--- src/rtl/dram_refresh_pkg.sv ---
package dram_refresh_pkg;

  typedef enum logic [1:0] {
    SEQ_PAUSE,
    SEQ_IDLE,
    SEQ_ASK,
    SEQ_OWN
  } seq_state_t;

  typedef enum logic [1:0] {
    CYC_IDLE,
    CYC_CAS_LEAD,
    CYC_RAS_LOW,
    CYC_PRECHG
  } cyc_state_t;

  // nanoseconds to clock cycles, rounded up, never below one
  function automatic int ns_to_cyc_up(input longint ns, input longint clk_ps);
    longint c;
    c = (ns * 64'sd1000 + clk_ps - 64'sd1) / clk_ps;
    if (c < 64'sd1) c = 64'sd1;
    return int'(c);
  endfunction

  // nanoseconds to clock cycles, rounded down, never below two
  function automatic int ns_to_cyc_down(input longint ns, input longint clk_ps);
    longint c;
    c = (ns * 64'sd1000) / clk_ps;
    if (c < 64'sd2) c = 64'sd2;
    return int'(c);
  endfunction

  function automatic int max_of2(input int a, input int b);
    return (a > b) ? a : b;
  endfunction

endpackage

--- src/rtl/dram_interval_timer.sv ---
module dram_interval_timer #(
  parameter int INTERVAL_CYC = 3125
) (
  input  logic clk,
  input  logic rst_n,
  input  logic run,
  output logic tick
);
  localparam int TW = $clog2(INTERVAL_CYC + 1);
  localparam logic [TW-1:0] LAST = TW'(INTERVAL_CYC - 1);

  logic [TW-1:0] cnt;

  always_ff @(posedge clk or negedge rst_n) begin
    if (!rst_n) begin
      cnt <= '0;
    end else if (!run) begin
      cnt <= '0;
    end else if (cnt == LAST) begin
      cnt <= '0;
    end else begin
      cnt <= cnt + 1'b1;
    end
  end

  assign tick = run && (cnt == LAST);

  generate
    if (INTERVAL_CYC > 1) begin : g_spacing
      assert_tick_spaced_R6: assert property (@(posedge clk) disable iff (!rst_n)
        tick |=> !tick);
    end
  endgenerate

endmodule

--- src/rtl/dram_owed_counter.sv ---
module dram_owed_counter #(
  parameter int PEND_MAX = 3
) (
  input  logic clk,
  input  logic rst_n,
  input  logic add,
  input  logic take,
  output logic [$clog2(PEND_MAX+1)-1:0] owed
);
  localparam int PW = $clog2(PEND_MAX + 1);
  localparam logic [PW-1:0] CAP = PW'(PEND_MAX);

  always_ff @(posedge clk or negedge rst_n) begin
    if (!rst_n) begin
      owed <= '0;
    end else begin
      unique case ({add, take})
        2'b10:   if (owed != CAP) owed <= owed + 1'b1;
        2'b01:   owed <= owed - 1'b1;
        default: owed <= owed;
      endcase
    end
  end

  assert_owed_capped_R8: assert property (@(posedge clk) disable iff (!rst_n)
    owed <= CAP);
  assert_no_underflow_R8: assert property (@(posedge clk) disable iff (!rst_n)
    take |-> owed != '0);

endmodule

--- src/rtl/dram_cbr_engine.sv ---
module dram_cbr_engine
  import dram_refresh_pkg::*;
#(
  parameter int CSR_CYC  = 2,
  parameter int CHR_CYC  = 2,
  parameter int RASL_CYC = 12,
  parameter int PRE_CYC  = 10,
  parameter int CPN_CYC  = 2,
  parameter int RPC_CYC  = 2
) (
  input  logic clk,
  input  logic rst_n,
  input  logic start,
  output logic ras_n,
  output logic cas_n,
  output logic idle,
  output logic done
);
  localparam int LONGEST = max_of2(max_of2(CSR_CYC, RASL_CYC), PRE_CYC);
  localparam int CW = $clog2(LONGEST + 1);
  localparam logic [CW-1:0] CSR_LAST  = CW'(CSR_CYC - 1);
  localparam logic [CW-1:0] RASL_LAST = CW'(RASL_CYC - 1);
  localparam logic [CW-1:0] PRE_LAST  = CW'(PRE_CYC - 1);
  localparam logic [CW-1:0] CAS_UP_AT = CW'((RASL_CYC > CHR_CYC) ? (RASL_CYC - CHR_CYC) : 0);

  cyc_state_t    st;
  logic [CW-1:0] cnt;

  always_ff @(posedge clk or negedge rst_n) begin
    if (!rst_n) begin
      st    <= CYC_IDLE;
      cnt   <= '0;
      ras_n <= 1'b1;
      cas_n <= 1'b1;
    end else begin
      unique case (st)
        CYC_IDLE: begin
          if (start) begin
            cas_n <= 1'b0;
            cnt   <= CSR_LAST;
            st    <= CYC_CAS_LEAD;
          end
        end
        CYC_CAS_LEAD: begin
          if (cnt == '0) begin
            ras_n <= 1'b0;
            cnt   <= RASL_LAST;
            st    <= CYC_RAS_LOW;
          end else begin
            cnt <= cnt - 1'b1;
          end
        end
        CYC_RAS_LOW: begin
          if (cnt == CAS_UP_AT) cas_n <= 1'b1;
          if (cnt == '0) begin
            ras_n <= 1'b1;
            cas_n <= 1'b1;
            cnt   <= PRE_LAST;
            st    <= CYC_PRECHG;
          end else begin
            cnt <= cnt - 1'b1;
          end
        end
        CYC_PRECHG: begin
          if (cnt == '0) st <= CYC_IDLE;
          else           cnt <= cnt - 1'b1;
        end
        default: st <= CYC_IDLE;
      endcase
    end
  end

  assign idle = (st == CYC_IDLE);
  assign done = (st == CYC_PRECHG) && (cnt == '0);

  // Strobe run-length monitors feeding the timing assertions
  localparam int MW = CW + 2;
  logic [MW-1:0] ras_lo_run, ras_hi_run, cas_lo_run, cas_hi_run;

  function automatic logic [MW-1:0] sat_up(input logic [MW-1:0] v);
    return (v == '1) ? v : v + 1'b1;
  endfunction

  always_ff @(posedge clk or negedge rst_n) begin
    if (!rst_n) begin
      ras_lo_run <= '0;
      cas_lo_run <= '0;
      ras_hi_run <= '1;
      cas_hi_run <= '1;
    end else begin
      ras_lo_run <= ras_n ? '0 : sat_up(ras_lo_run);
      ras_hi_run <= ras_n ? sat_up(ras_hi_run) : '0;
      cas_lo_run <= cas_n ? '0 : sat_up(cas_lo_run);
      cas_hi_run <= cas_n ? sat_up(cas_hi_run) : '0;
    end
  end

  assert_cas_leads_ras_R3: assert property (@(posedge clk) disable iff (!rst_n)
    $fell(ras_n) |-> (!cas_n && cas_lo_run >= MW'(CSR_CYC)));
  assert_cas_hold_R3: assert property (@(posedge clk) disable iff (!rst_n)
    $rose(cas_n) |-> ras_lo_run >= MW'(CHR_CYC));
  assert_ras_width_R4: assert property (@(posedge clk) disable iff (!rst_n)
    $rose(ras_n) |-> ras_lo_run >= MW'(RASL_CYC));
  assert_ras_prechg_R5: assert property (@(posedge clk) disable iff (!rst_n)
    $fell(cas_n) |-> (ras_n && ras_hi_run >= MW'(RPC_CYC)));
  assert_cas_prechg_R5: assert property (@(posedge clk) disable iff (!rst_n)
    $fell(cas_n) |-> cas_hi_run >= MW'(CPN_CYC));

endmodule

--- src/rtl/dram_refresh_seq.sv ---
module dram_refresh_seq
  import dram_refresh_pkg::*;
#(
  parameter int CLK_PS      = 5000,
  parameter int PAUSE_NS    = 100000,
  parameter int INIT_CYCLES = 8,
  parameter int ROWS        = 1024,
  parameter int REFRESH_NS  = 16000000,
  parameter int PEND_MAX    = 3,
  parameter int T_CSR_NS    = 10,
  parameter int T_CHR_NS    = 10,
  parameter int T_RASL_NS   = 60,
  parameter int T_RASH_NS   = 40,
  parameter int T_RC_NS     = 110,
  parameter int T_CPN_NS    = 10,
  parameter int T_RPC_NS    = 10
) (
  input  logic clk,
  input  logic rst_n,
  output logic refresh_req,
  input  logic refresh_gnt,
  output logic ras_n,
  output logic cas_n,
  output logic we_n,
  output logic mem_ready
);
  localparam int PAUSE_CYC = ns_to_cyc_up(longint'(PAUSE_NS), longint'(CLK_PS));
  localparam int CSR_CYC   = ns_to_cyc_up(longint'(T_CSR_NS), longint'(CLK_PS));
  localparam int CHR_CYC   = ns_to_cyc_up(longint'(T_CHR_NS), longint'(CLK_PS));
  localparam int RASL_CYC  = ns_to_cyc_up(longint'(T_RASL_NS), longint'(CLK_PS));
  localparam int RASH_CYC  = ns_to_cyc_up(longint'(T_RASH_NS), longint'(CLK_PS));
  localparam int RC_CYC    = ns_to_cyc_up(longint'(T_RC_NS), longint'(CLK_PS));
  localparam int CPN_CYC   = ns_to_cyc_up(longint'(T_CPN_NS), longint'(CLK_PS));
  localparam int RPC_CYC   = ns_to_cyc_up(longint'(T_RPC_NS), longint'(CLK_PS));
  localparam int RC_REST   = (RC_CYC > RASL_CYC) ? (RC_CYC - RASL_CYC) : 1;
  localparam int PRE_CYC   = max_of2(max_of2(RASH_CYC, RC_REST), max_of2(CPN_CYC, RPC_CYC));
  localparam int INT_CYC   = ns_to_cyc_down(longint'(REFRESH_NS / ROWS), longint'(CLK_PS));

  localparam int PCW = $clog2(PAUSE_CYC + 1);
  localparam logic [PCW-1:0] PAUSE_LAST = PCW'(PAUSE_CYC - 1);
  localparam int IW = $clog2(INIT_CYCLES + 1);
  localparam int PW = $clog2(PEND_MAX + 1);

  seq_state_t     st;
  logic [PCW-1:0] pause_cnt;
  logic [IW-1:0]  init_left;
  logic [PW-1:0]  owed;
  logic           tick, eng_idle, eng_done, owed_any, start;

  assign owed_any = mem_ready ? (owed != '0) : (init_left != '0);
  assign start    = (st == SEQ_OWN) && eng_idle && owed_any;

  always_ff @(posedge clk or negedge rst_n) begin
    if (!rst_n) begin
      st        <= SEQ_PAUSE;
      pause_cnt <= '0;
      init_left <= IW'(INIT_CYCLES);
      mem_ready <= 1'b0;
    end else begin
      unique case (st)
        SEQ_PAUSE: begin
          if (pause_cnt == PAUSE_LAST) st <= SEQ_ASK;
          else                         pause_cnt <= pause_cnt + 1'b1;
        end
        SEQ_IDLE: if (owed_any)        st <= SEQ_ASK;
        SEQ_ASK:  if (refresh_gnt)     st <= SEQ_OWN;
        SEQ_OWN:  if (eng_idle && !owed_any) st <= SEQ_IDLE;
        default:  st <= SEQ_IDLE;
      endcase
      if (start && !mem_ready) init_left <= init_left - 1'b1;
      if (eng_done && !mem_ready && init_left == '0) mem_ready <= 1'b1;
    end
  end

  assign refresh_req = (st == SEQ_ASK) || (st == SEQ_OWN);
  assign we_n        = 1'b1;

  dram_interval_timer #(.INTERVAL_CYC(INT_CYC)) u_timer (
    .clk  (clk),
    .rst_n(rst_n),
    .run  (mem_ready),
    .tick (tick)
  );

  dram_owed_counter #(.PEND_MAX(PEND_MAX)) u_owed (
    .clk  (clk),
    .rst_n(rst_n),
    .add  (tick),
    .take (start && mem_ready),
    .owed (owed)
  );

  dram_cbr_engine #(
    .CSR_CYC (CSR_CYC),
    .CHR_CYC (CHR_CYC),
    .RASL_CYC(RASL_CYC),
    .PRE_CYC (PRE_CYC),
    .CPN_CYC (CPN_CYC),
    .RPC_CYC (RPC_CYC)
  ) u_engine (
    .clk  (clk),
    .rst_n(rst_n),
    .start(start),
    .ras_n(ras_n),
    .cas_n(cas_n),
    .idle (eng_idle),
    .done (eng_done)
  );

  assert_strobe_needs_req_R7: assert property (@(posedge clk) disable iff (!rst_n)
    (!ras_n || !cas_n) |-> refresh_req);
  assert_ready_sticky_R2: assert property (@(posedge clk) disable iff (!rst_n)
    mem_ready |=> mem_ready);
  assert_quiet_in_pause_R1: assert property (@(posedge clk) disable iff (!rst_n)
    (st == SEQ_PAUSE) |-> (ras_n && cas_n && !refresh_req));

endmodule

--- config.mk ---
export PLATFORM = sky130hd
export DESIGN_NAME = dram_refresh_seq
export DESIGN_NICKNAME = d
export VERILOG_FILES = /design/src/rtl/dram_refresh_pkg.sv /design/src/rtl/dram_interval_timer.sv /design/src/rtl/dram_owed_counter.sv /design/src/rtl/dram_cbr_engine.sv /design/src/rtl/dram_refresh_seq.sv
export SDC_FILE = /design/constraint.sdc
export NUM_CORES = 1
export LEC_CHECK = 0
export BUFFER_PORTS_ARGS = -buffer_cell sky130_fd_sc_hd__buf_2
export CORE_MARGIN = 2
export CORE_UTILIZATION = 55
export DETAILED_ROUTE_END_ITERATION = 8
export HOLD_SLACK_MARGIN = 0.05
export PLACE_DENSITY = 0.74
export SYNTH_ARGS = -nofsm -noshare
export SYNTH_HDL_FRONTEND = slang
export SYNTH_SLANG_ARGS = --single-unit
export TNS_END_PERCENT = 10
--- constraint.sdc ---
create_clock -name clk -period 2.62 [get_ports clk]
set_input_delay 0.393 -clock clk [delete_from_list [all_inputs] [get_ports clk]]
set_output_delay 0.393 -clock clk [all_outputs]
set_load 0.03 [all_outputs]
Yosys cells after proc, flatten, opt, wreduce, memory -nomap -nowiden
Cells that the tools add are included.
W data, S select, Z words.
{ "classes": {"add_sub_neg": 6, "n_eq_ne": 23, "muxes": 27, "bitwise_logic": 1, "n_reduce_logical": 28} }
{ "ops": {"columns": ["cell", "n"], "rows": [
  ["$mux W12", 2],
  ["$mux W2", 9],
  ["$mux W4", 4],
  ["$pmux W2 S4", 2],
  ["$pmux W4 S4", 1],
  ["$add A15 B1 Y15 const B", 1],
  ["$eq A15 B15 Y1 const B", 1],
  ["$add A12 B1 Y12 const B", 1],
  ["$eq A12 B12 Y1 const B", 1],
  ["$ne A2 B2 Y1 const B", 6],
  ["$eq A2 B2 Y1 const B", 5],
  ["$ne A2 B1 Y1 const B", 5],
  ["$logic_and A1 B1 Y1", 9],
  ["$logic_not A4 Y1", 2],
  ["$reduce_and A4 Y1", 2],
  ["$reduce_bool A2 Y1", 4],
  ["$sub A4 B1 Y4 const B", 2],
  ["$eq A2 B1 Y1 const B", 3],
  ["$mux W1", 6],
  ["$reduce_and A2 Y1", 3],
  ["$reduce_and A3 Y1", 2],
  ["$eq A4 B4 Y1 const B", 1],
  ["$logic_not A2 Y1", 2],
  ["$pmux W1 S2", 2],
  ["other kinds (8)", 9]
]} }
{ "totals": {"regBits": 44, "inputBits": 3, "out_inout_bits": 5, "wordCells": 95} }

Longest topological paths before layout
Gate-level depths: netlist of the first run.
{ "depth": {"depth_word": 7, "depth_mapped": 7, "mapped_depth_nobuf": 6} }

Cells and area by module
Synthesis of the first run repeated with hierarchy kept, for this count alone.
{ "unflattened": {"hier_cells": 235, "hier_area_um2": 2408.6} }
{ "modules_own_cells": {"columns": ["mod", "n_inst", "cells_each", "area_each_um2"], "rows": [
  ["dram_refresh_seq", 1, 102, 1084.8],
  ["dram_interval_timer", 1, 66, 654.4],
  ["dram_cbr_engine", 1, 56, 555.5],
  ["dram_owed_counter", 1, 11, 113.9]
]} }

Least setup slack after synthesis of the first run
Ideal clock, no wire load.
{ "synth_timing": {"kind": "reg2reg", "from": "reg init_left[0]", "to": "reg u_engine.st[1]", "setup_ns": 0.125, "t_arrival_ns": 1.799, "path_slack_ns": 0.696, "stages_incl_launch_ff": 7, "synth_period_minus_slack_ns": 1.924, "path_cell_list": "dfrtp_1 inv_1 ha_1 or4b_4 a31oi_4 o21bai_4 mux2_4"} }
{ "synth_between": {"elab_chain_len": 5} }
{ "synth_lines": {"columns": ["element", "line_no", "source"], "rows": [
  ["start, declared", "dram_refresh_seq.sv:46", "logic [IW-1:0] init_left;"],
  ["start signal, assigned", "dram_refresh_seq.sv:57", "init_left <= IW'(INIT_CYCLES);"],
  ["start signal, assigned", "dram_refresh_seq.sv:70", "if (start && !mem_ready) init_left <= init_left - 1'b1;"],
  ["$reduce_bool A4 Y1", "dram_refresh_seq.sv:50", "assign owed_any = mem_ready ? (owed != '0) : (init_left != '0);"],
  ["$mux W1", "dram_refresh_seq.sv:50", null],
  ["$logic_and A1 B1 Y1", "dram_refresh_seq.sv:51", "assign start = (st == SEQ_OWN) && eng_idle && owed_any;"],
  ["$ne A2 B1 Y1 (no line)", null, null],
  ["$reduce_and A4 Y1 (no line)", null, null],
  ["end signal, assigned", "dram_cbr_engine.sv:59", "st <= CYC_PRECHG;"],
  ["end signal, assigned", "dram_cbr_engine.sv:65", "if (cnt == '0) st <= CYC_IDLE;"],
  ["end signal, assigned", "dram_cbr_engine.sv:68", "default: st <= CYC_IDLE;"],
  ["end, declared", "dram_cbr_engine.sv:26", "cyc_state_t st;"]
]} }
No other way between the ends.
A chain may end at the register's enable or synchronous reset.

Worst setup path after layout of the first run
Ends and elaborated chain as after synthesis.

==> flow_summary.ini, run 1 <==
[outcome]
status = finished clean

[die]
start_util_pct = 58.08
io_pins = 8
rows = 23
die-area_um2 = 4857
coreArea_um2 = 4086
die_width_um = 69.69
die_y_um = 69.69

[cells_and_area]
area_delta_synth_final_pct = 8.171
final_area_um2 = 2567
instances_no_fill = 290
fin_nets = 253
num_antenna_cells = 0
drive_above_1_share_pct = 12.08
utilization_pct = 62.83

[synthesis]
synth_top_area_share_pct = 43.23
synth-main-ff-cell = dfrtp_1
yosys.area.top_type = dfrtp_1
yosysSeqAreaShare_pct = 46.55
synthDistinctLibCells = 44
yosys-top-cells-count = dfrtp_1, nor2_1, xnor2_1, nand2_1, nand3_1
syn_inst = 232
synth_nets = 246
syn_avg_cell_area_um2 = 10.23
syn_area_um2 = 2374
yosysMostFrequentCell = dfrtp_1
synth_seq_cells = 44
synthArstFlopShare_pct = 100.0
synth_edf_count = 0
ys_warn_count = 0
synth_area_leaders = dfrtp_1, xnor2_1, ha_1

[min_path]
min_path_type = in2async

[grt]
overflow = 0
grt_pass1_wl_um = 7162
antenna_found_initial = 0
track_usage_pct = 18.15
grt_pass1_vias = 1553
grt_start_max_net_pins = 45

[sta]
report.final.hold_viol_count = 0
finClkSkew_ps = 3.938
fmax_ghz = 0.4894
hold_ws_ps = 238.7
relSlewSlack_pct = 36.58
setup_slack_ps = 576.7
timing.final.crit_share_pct = 77.99
rsz0062_at_grt = false
final_max_slew_viol_count = 0
setup_viol_count_final = 0
tightest_slew_ps = 951.3
post-route-min-period_ps = 2043
tns_ps = 0

[place]
place_area_um2 = 2446
numPortBuffers = 6
pre_cts_ws_ps = 585.3
gp_congestion = 0.7872
dpl.hpwl_um = 2797
placed_cells = 282

[setup_path]
r2r_cells = 6
worstSetupPathType = reg2reg
path_buf_inv = 1
path_cells = inv_1 -> ha_1 -> or4b_4 -> a31oi_4 -> o21bai_4 -> mux2_4
critPathCaptureType = flip-flop
startpoint = init_left[0]$_DFFE_PN0P_
crit_fanout = 10
cpPeakStageDelay_ps = 480
cp_slowest_cell = or4b_4
cp.required_ps = 2810
rrSetupSlack_ps = 580
cp.depth = 6
start_kind = flip-flop
crit_end = u_engine.st[1]$_DFFE_PN0P_
crit_family = compound AO/OA/AOI/OAI gates
cp.arrival_ps = 2230
r2r_start = init_left[0]$_DFFE_PN0P_
r2r_end = u_engine.st[1]$_DFFE_PN0P_

[clock_network]
h-tree-depth = 2
cts_resized = 0
cts.sinks = 44
clockBufferDepth = 2
cts-root-buf = clkbuf_8
cts_tree = done
path_clk_slew_ps = 80
postCtsHoldBufs = 0
clk_latency_ps = 300
post-cts-setup-buffers = 0
numCtsBuffers = 5

[drt]
wire_per_inst_um = 13.83
via_per_inst = 5.666
wirelength_um = 4011
first_iter_violations = 174
vias = 1643
firstDrtPassIters = 6
ant_nets = 0
drc_errors = 0

[flow_run]
drv_cap = 0

[power_and_ir_drop]
vdd_drop_max_mv = 0.3861
power.leakage_nw = 1.153
p_total_mw = 1.241
power.density_nw_per_um2 = 483.5
[cell type report]
| type | count | area, µm² |
|---|---|---|
| tap | 50 | 62.56 |
| fill | 339 | 1519 |
| sequential | 44 | 1105 |
| multi-input combinational | 168 | 1189 |
| timing repair buffer | 8 | 45.04 |
| clock inverter | 2 | 38.79 |
| clock buffer | 6 | 82.58 |
| inverter | 12 | 45.04 |
[worst min path at each step]
| stage | cells after the start | to | slack, ps |
|---|---|---|---|
| 2_1_floorplan | 0 | init_left[0]$_DFFE_PN0P_ | 100 |
| 3_3_place_gp | 1 | pause_cnt[14]$_DFFE_PN0P_ | 460 |
| 3_5_place_dp | 1 | pause_cnt[14]$_DFFE_PN0P_ | 460 |
| 4_1_cts | 1 | u_timer.cnt[4]$_DFF_PN0_ | 270 |
| 5_1_grt | 1 | u_timer.cnt[2]$_DFF_PN0_ | 320 |
| 6_report | 1 | u_engine.cnt[2]$_DFFE_PN0P_ | 240 |
[worst register-to-register path: cells and delay by family (launching register included)]
kind | cells | cell delay, ps
buf+inv | 1 | 80
compound gates | 2 | 510
fa+ha+maj | 1 | 170
simple gates | 1 | 480
mux | 1 | 310
flops | 1 | 380
[sequential cells by signal, summed over array words and instances (netlist names)]
| name | count |
|---|---|
| u_engine.cas_n | 1 |
| st | 2 |
| mem_ready | 1 |
| u_engine.ras_n | 1 |
| init_left | 4 |
| u_timer.cnt | 12 |
| u_owed.owed | 2 |
| u_engine.st | 2 |
| u_engine.cnt | 4 |
| pause_cnt | 15 |
[layer usage]
metal / routed length [µm] / GRT usage, %
met2: 1756 / 27.03
met5: 0 / 0
met1: 2092 / 25.75
met4: 64 / 6.838
met3: 97 / 4.360
[cell usage in the layout, fill, tap and decap left out, types with 2 or more instances in the layout]
cell type | netlist | final
nor3b_1 | 3 | 3
and3_1 | 8 | 8
o41ai_1 | 2 | 2
inv_1 | 12 | 12
a21o_1 | 2 | 2
and2_1 | 6 | 6
nand3_1 | 14 | 14
mux2i_1 | 5 | 5
nor3_1 | 6 | 6
o21ai_0 | 8 | 8
nor4_1 | 3 | 3
o21a_1 | 2 | 2
nor2_1 | 16 | 16
buf_2 | 1 | 6
nand2_1 | 15 | 15
o31ai_1 | 2 | 2
a21oi_1 | 3 | 3
buf_4 | 1 | 2
and4_1 | 3 | 3
dfstp_2 | 3 | 3
ha_1 | 11 | 11
xnor2_1 | 16 | 16
xor2_1 | 10 | 10
nand4_1 | 13 | 13
nor4b_1 | 2 | 2
dfrtp_1 | 41 | 41
mux2_2 | 2 | 2
clkbuf_8 | 0 | 6
[power breakdown]
group          internal, mW  total, mW  switching (mW)
combinational       0.00104     0.0154          0.0144
clock                 0.312      0.547           0.235
sequential            0.679      0.679               0
[cell families (layout without fill, tap and decap cells)]
kind of cell	Yosys count	in the layout	synth area share (%)
multiplexers	8	8	3.690
other	1	1	0.1580
AO/OA/AOI/OAI	25	25	8.065
flip-flops	44	44	46.55
adder cells (fa/ha/maj)	11	11	5.799
buffers and inverters	20	28	3.373
XOR/XNOR	26	26	9.594
AND/OR/NAND/NOR	97	97	22.77
Power figures use the tool's default switching activity.
==> run 2: changes to the inputs <==
PLACE_DENSITY = 0.77   (was 0.74)
clock period = 1.8 ns   (was 2.62 ns; I/O delays follow)
==> run 2 against run 1 <==
Compared with the run above:
- the run now ends with negative setup slack left
- via count is 8.0% higher
- combinational power grew 90%
- first-iteration DRC count down 55%
- power is 52% higher
- fmax up 13%
- critical path type unchanged
- register-to-register slack worse by 580 ps
- core utilization is 5.3 points higher
- largest cell class unchanged
- non-clock buffer count is 21 higher
- die area stayed put
- sequential power is 46% higher
- clock skew increased by 3.4 ps
- clock-buffer cell count is 1 lower
==> flow_summary.ini, run 2 (same netlist as run 1, synthesis figures left out) <==
[setup_path]
crit_family = simple AND/OR/NAND/NOR gates
worstSetupPathType = reg2reg
path_cells = inv_2 -> ha_4 -> or4b_4 -> a31oi_4 -> o21bai_4 -> mux2_4
cpPeakStageDelay_ps = 480
critPathCaptureType = flip-flop
path_buf_inv = 1
crit_fanout = 3
cp.required_ps = 1980
cp.arrival_ps = 1980
rrSetupSlack_ps = -2
start_kind = flip-flop
cp_slowest_cell = or4b_4

[clock_network]
clk_latency_ps = 300
path_clk_slew_ps = 80
h-tree-depth = 2
numCtsBuffers = 5
cts-root-buf = clkbuf_8
clockBufferDepth = 2
cts.sinks = 44
cts_tree = done

[cells_and_area]
fin_nets = 274
drive_above_1_share_pct = 22.31
final_cell_mix = dfrtp_1, buf_4, nor2_1, xnor2_1, nand2_1
largest_register = pause_cnt
final_common_cell = dfrtp_1
largest_reg_flops = 15
reg.largest.list = pause_cnt: 15 flops, u_timer.cnt: 12 flops
num_antenna_cells = 0
area_delta_synth_final_pct = 17.24

[drt]
first_iter_violations = 78
wirelength_um = 4320
vias = 1775
via_per_inst = 5.726
wire_per_inst_um = 13.94
ant_nets = 0
drc_errors = 0
firstDrtPassIters = 4

[die]
die_width_um = 69.69
coreArea_um2 = 4086
rows = 23
die_y_um = 69.69
start_util_pct = 58.08
die-area_um2 = 4857
io_pins = 8

[min_path]
min_path_type = in2reg

[power_and_ir_drop]
power.leakage_nw = 1.259
vdd_drop_max_mv = 0.5546
p_total_mw = 1.889
power.density_nw_per_um2 = 678.9

[outcome]
violations = negative setup slack
status = finished with violations

[sta]
relSlewSlack_pct = 65.76
fmax_ghz = 0.5549
tns_ps = -2.055
tightest_slew_ps = 513.7
report.final.hold_viol_count = 0
setup_slack_ps = -2.055
finClkSkew_ps = 7.348
final_max_slew_viol_count = 0
setup_viol_count_final = 1
timing.final.crit_share_pct = 100.1
rsz0062_at_grt = true
post-route-min-period_ps = 1802

[grt]
grt.met1_usage_pct = 26.63
overflow = 0
top_usage_layer = met2
grt_util_met2_pct = 32.37
antenna_found_initial = 0
grt_pass1_wl_um = 7886
grt_start_max_net_pins = 24
grt_pass1_vias = 1789
track_usage_pct = 19.99
grtUsageMet3_pct = 4.942

[place]
gp_congestion = 0.9493
dpl.hpwl_um = 3138
numPortBuffers = 6

[flow_run]
drv_cap = 0
[run 2: changes by cell type in the layout (fill, tap and decap cells not counted), moves of 2 or more]
cell	delta
buf_4	+19
ha_1	-3
ha_2	+2
inv_1	-3
inv_2	+3
[run 2: through the flow]
step	utilization [%]	instances	worst slack (ps)	hold slack [ps]	area (µm²)
after floorplan	-	232	-63.93	-25.59	2387
after global placement	63.63	299	40.86	268.1	2600
after detailed placement	63.63	299	1.408	270.3	2600
after CTS	67.39	309	-1.494	186.3	2754
after global routing	68.10	310	-70.97	226.6	2783
final	68.10	310	-2.055	196.2	2783
[run 2: worst paths after layout]
path / startpoint / to / cells after the start
max in group asynchronous: rst_n / init_left[3]$_DFFE_PN1P_ / 3
worst min-delay path: refresh_gnt / st[0]$_DFFE_PN0P_ / 3
worst max register to register: init_left[0]$_DFFE_PN0P_ / u_engine.st[1]$_DFFE_PN0P_ / 6
worst max-delay path: init_left[0]$_DFFE_PN0P_ / u_engine.st[1]$_DFFE_PN0P_ / 6
min in group asynchronous: rst_n / u_timer.cnt[9]$_DFF_PN0_ / 2
worst min register to register: u_timer.cnt[0]$_DFF_PN0_ / u_timer.cnt[0]$_DFF_PN0_ / 1
[run 2: power breakdown]
group | switching (mW) | internal (mW)
Clock | 0.326 | 0.546
Sequential | 0 | 0.988
Combinational | 0.0221 | 0.00723
Total | 0.348 | 1.54
[run 2: worst min-delay path: stages]
cell and delay [ps]:
buf_2 70, o21ai_0 60, nand2_1 60
[run 2: metal layers]
layer / up-vias / routed length (µm)
met5: - / 0
met4: 0 / 44
met3: 5 / 121
met2: 23 / 2051
met1: 876 / 2101
li1: 871 / -
[run 2: area by class of cell]
type | count | area, µm²
repair buffers | 29 | 217.7
clock buffers | 5 | 68.82
inverters | 12 | 45.04
well taps | 50 | 62.56
flip-flops and latches | 44 | 1106
multi-input cells | 168 | 1222
clock inverters | 2 | 60.06
fillers | 325 | 1304
[run 2: timing repair]
item                                    CTS  global route
resized for setup                         0             6
buffers inserted                          2             1
hold endpoints to repair                 21             0
hold buffers                              1             0
pin swaps                                 0             0
endpoints found under the setup margin    1            11
==> run 3: changes to the inputs <==
CELL_PAD_IN_SITES_DETAIL_PLACEMENT = 2   (was default)
CELL_PAD_IN_SITES_GLOBAL_PLACEMENT = 2   (was default)
CORE_UTILIZATION = 37   (was 55)
PLACE_DENSITY = 0.78   (was 0.77)
SETUP_SLACK_MARGIN = 0.2   (was default)
==> run 3 against run 2 <==
Compared with the run above:
- the run still ends with negative setup slack left
- clock-buffer cell count increased by 1
- largest cell class unchanged
- global-route usage is 0.35 points higher
- largest power group unchanged
- critical endpoint unchanged
- worst hold slack improved by 14 ps
- clock power shrank 25%
==> flow_summary.ini, run 3 (same netlist as run 1, synthesis figures left out) <==
[outcome]
status = finished with violations
violations = negative setup slack

[cells_and_area]
final_area_um2 = 2918
fillers = 656
area_delta_synth_final_pct = 22.93
final_common_cell = dfrtp_1
num_antenna_cells = 0
largest_register = pause_cnt
final_cell_mix = dfrtp_1, buf_4, nor2_1
utilization_pct = 46.48
fin_nets = 277
multi_input_area_um2 = 1329
drive_above_1_share_pct = 28.79
regArea_um2 = 1107
instances_no_fill = 341
reg.largest.list = pause_cnt: 15 flops, u_timer.cnt: 12 flops
largest_reg_flops = 15

[sta]
finClkSkew_ps = 6.763
final_max_slew_viol_count = 0
hold_ws_ps = 210.2
post-route-min-period_ps = 1868
rsz0062_at_grt = true
fmax_ghz = 0.5354
setup_slack_ps = -67.73
setup_viol_count_final = 2
report.final.hold_viol_count = 0
timing.final.crit_share_pct = 103.8
tns_ps = -79.79

[clock_network]
cts_tree = done
clockBufferDepth = 2
h-tree-depth = 2
numCtsBuffers = 5
cts-root-buf = clkbuf_8
cts.sinks = 44
path_clk_slew_ps = 80
clk_latency_ps = 300

[grt]
grt_pass1_wl_um = 11300
top_usage_layer = met2
overflow = 0
grt_start_max_net_pins = 31
grt_pass1_vias = 2133
grtUsageMet3_pct = 3.561
grt.met1_usage_pct = 25.71
antenna_found_initial = 0
track_usage_pct = 20.35
grt_util_met2_pct = 35.14

[setup_path]
critPathCaptureType = flip-flop
cp.required_ps = 1980
cpPeakStageDelay_ps = 480
crit_family = simple AND/OR/NAND/NOR gates
path_buf_inv = 1
cp.arrival_ps = 2050
crit_fanout = 3
start_kind = flip-flop
worstSetupPathType = reg2reg
cp_slowest_cell = or4b_4
path_cells = inv_2 -> ha_4 -> or4b_4 -> a31oi_4 -> o21bai_4 -> mux2_4

[die]
die-area_um2 = 7072
die_y_um = 84.10
io_pins = 8
coreArea_um2 = 6277
start_util_pct = 37.81
rows = 29
die_width_um = 84.10

[place]
pre_cts_ws_ps = -36.14
place_area_um2 = 2664
numPortBuffers = 6
placed_cells = 330
gp_congestion = 0.7513
dpl.hpwl_um = 4538

[power_and_ir_drop]
comb_power_share_pct = 1.9
seq_power_share_pct = 59.0
p_total_mw = 1.674
cell_internal_pwr_mw = 1.302
p_sw_share_pct = 22.20
power.leakage_nw = 1.285
power_switching_uw = 371.5
power.density_nw_per_um2 = 573.5
clkPwrFrac_pct = 39.1
vdd_drop_max_mv = 0.3629

[drt]
wire_per_inst_um = 19.21
drc_errors = 0
wirelength_um = 6552
first_iter_violations = 53
vias = 1837
ant_nets = 0
via_per_inst = 5.387
firstDrtPassIters = 4

[flow_run]
drv_cap = 0

[min_path]
min_path_type = in2reg
[run 3: final cells by class]
| type | count | area share, % |
|---|---|---|
| Multi-Input combinational cell | 168 | 45.54 |
| Tap cell | 77 | 3.302 |
| Clock buffer | 6 | 2.830 |
| Sequential cell | 44 | 37.95 |
| Timing Repair Buffer | 32 | 8.491 |
| Clock inverter | 2 | 0.3431 |
| Inverter | 12 | 1.544 |
[run 3: per-layer routing]
metal / part of all wire, % / wire length (µm) / vias up
met1: 45 / 2932 / 940
met5: 0 / 0 / -
li1: - / - / 873
met4: 1.7 / 111 / 0
met2: 52 / 3397 / 15
met3: 1.7 / 110 / 9
[run 3: worst paths after layout]
kind / cells past startpoint / to / from / slack, ps
setup / recovery: 6 / u_engine.st[1]$_DFFE_PN0P_ / init_left[1]$_DFFE_PN0P_ / -70
max in group asynchronous: 3 / mem_ready$_DFFE_PN0P_ / rst_n / 860
hold reg to reg: 1 / u_timer.cnt[0]$_DFF_PN0_ / u_timer.cnt[0]$_DFF_PN0_ / 510
hold / removal: 3 / st[0]$_DFFE_PN0P_ / refresh_gnt / 210
min in group asynchronous: 2 / pause_cnt[0]$_DFFE_PN0P_ / rst_n / 430
setup reg to reg: 6 / u_engine.st[1]$_DFFE_PN0P_ / init_left[1]$_DFFE_PN0P_ / -70
[run 3: power by group through the flow]
stage	registers (mW)	logic (mW)	clock network [mW]
floorplan	1.01	0.00439	0
global placement	1.01	0.0310	0
detailed placement	1.01	0.0319	0
CTS	0.988	0.0337	0.682
global route	0.988	0.0362	0.716
finish	0.988	0.0312	0.655
[run 3: worst reg2reg max path: stages, from the launching register on]
cell	delay, ps
dfrtp_1	410
inv_2	100
ha_4	140
or4b_4	480
a31oi_4	160
o21bai_4	160
mux2_4	310
[run 3: what timing repair did]
action | in CTS | in global routing
pin swaps | 9 | 8
hold buffers | 1 | 0
buffers inserted | 1 | 1
setup endpoints to repair | 37 | 27
endpoints found under the hold margin | 11 | 0
resized for setup | 22 | 8
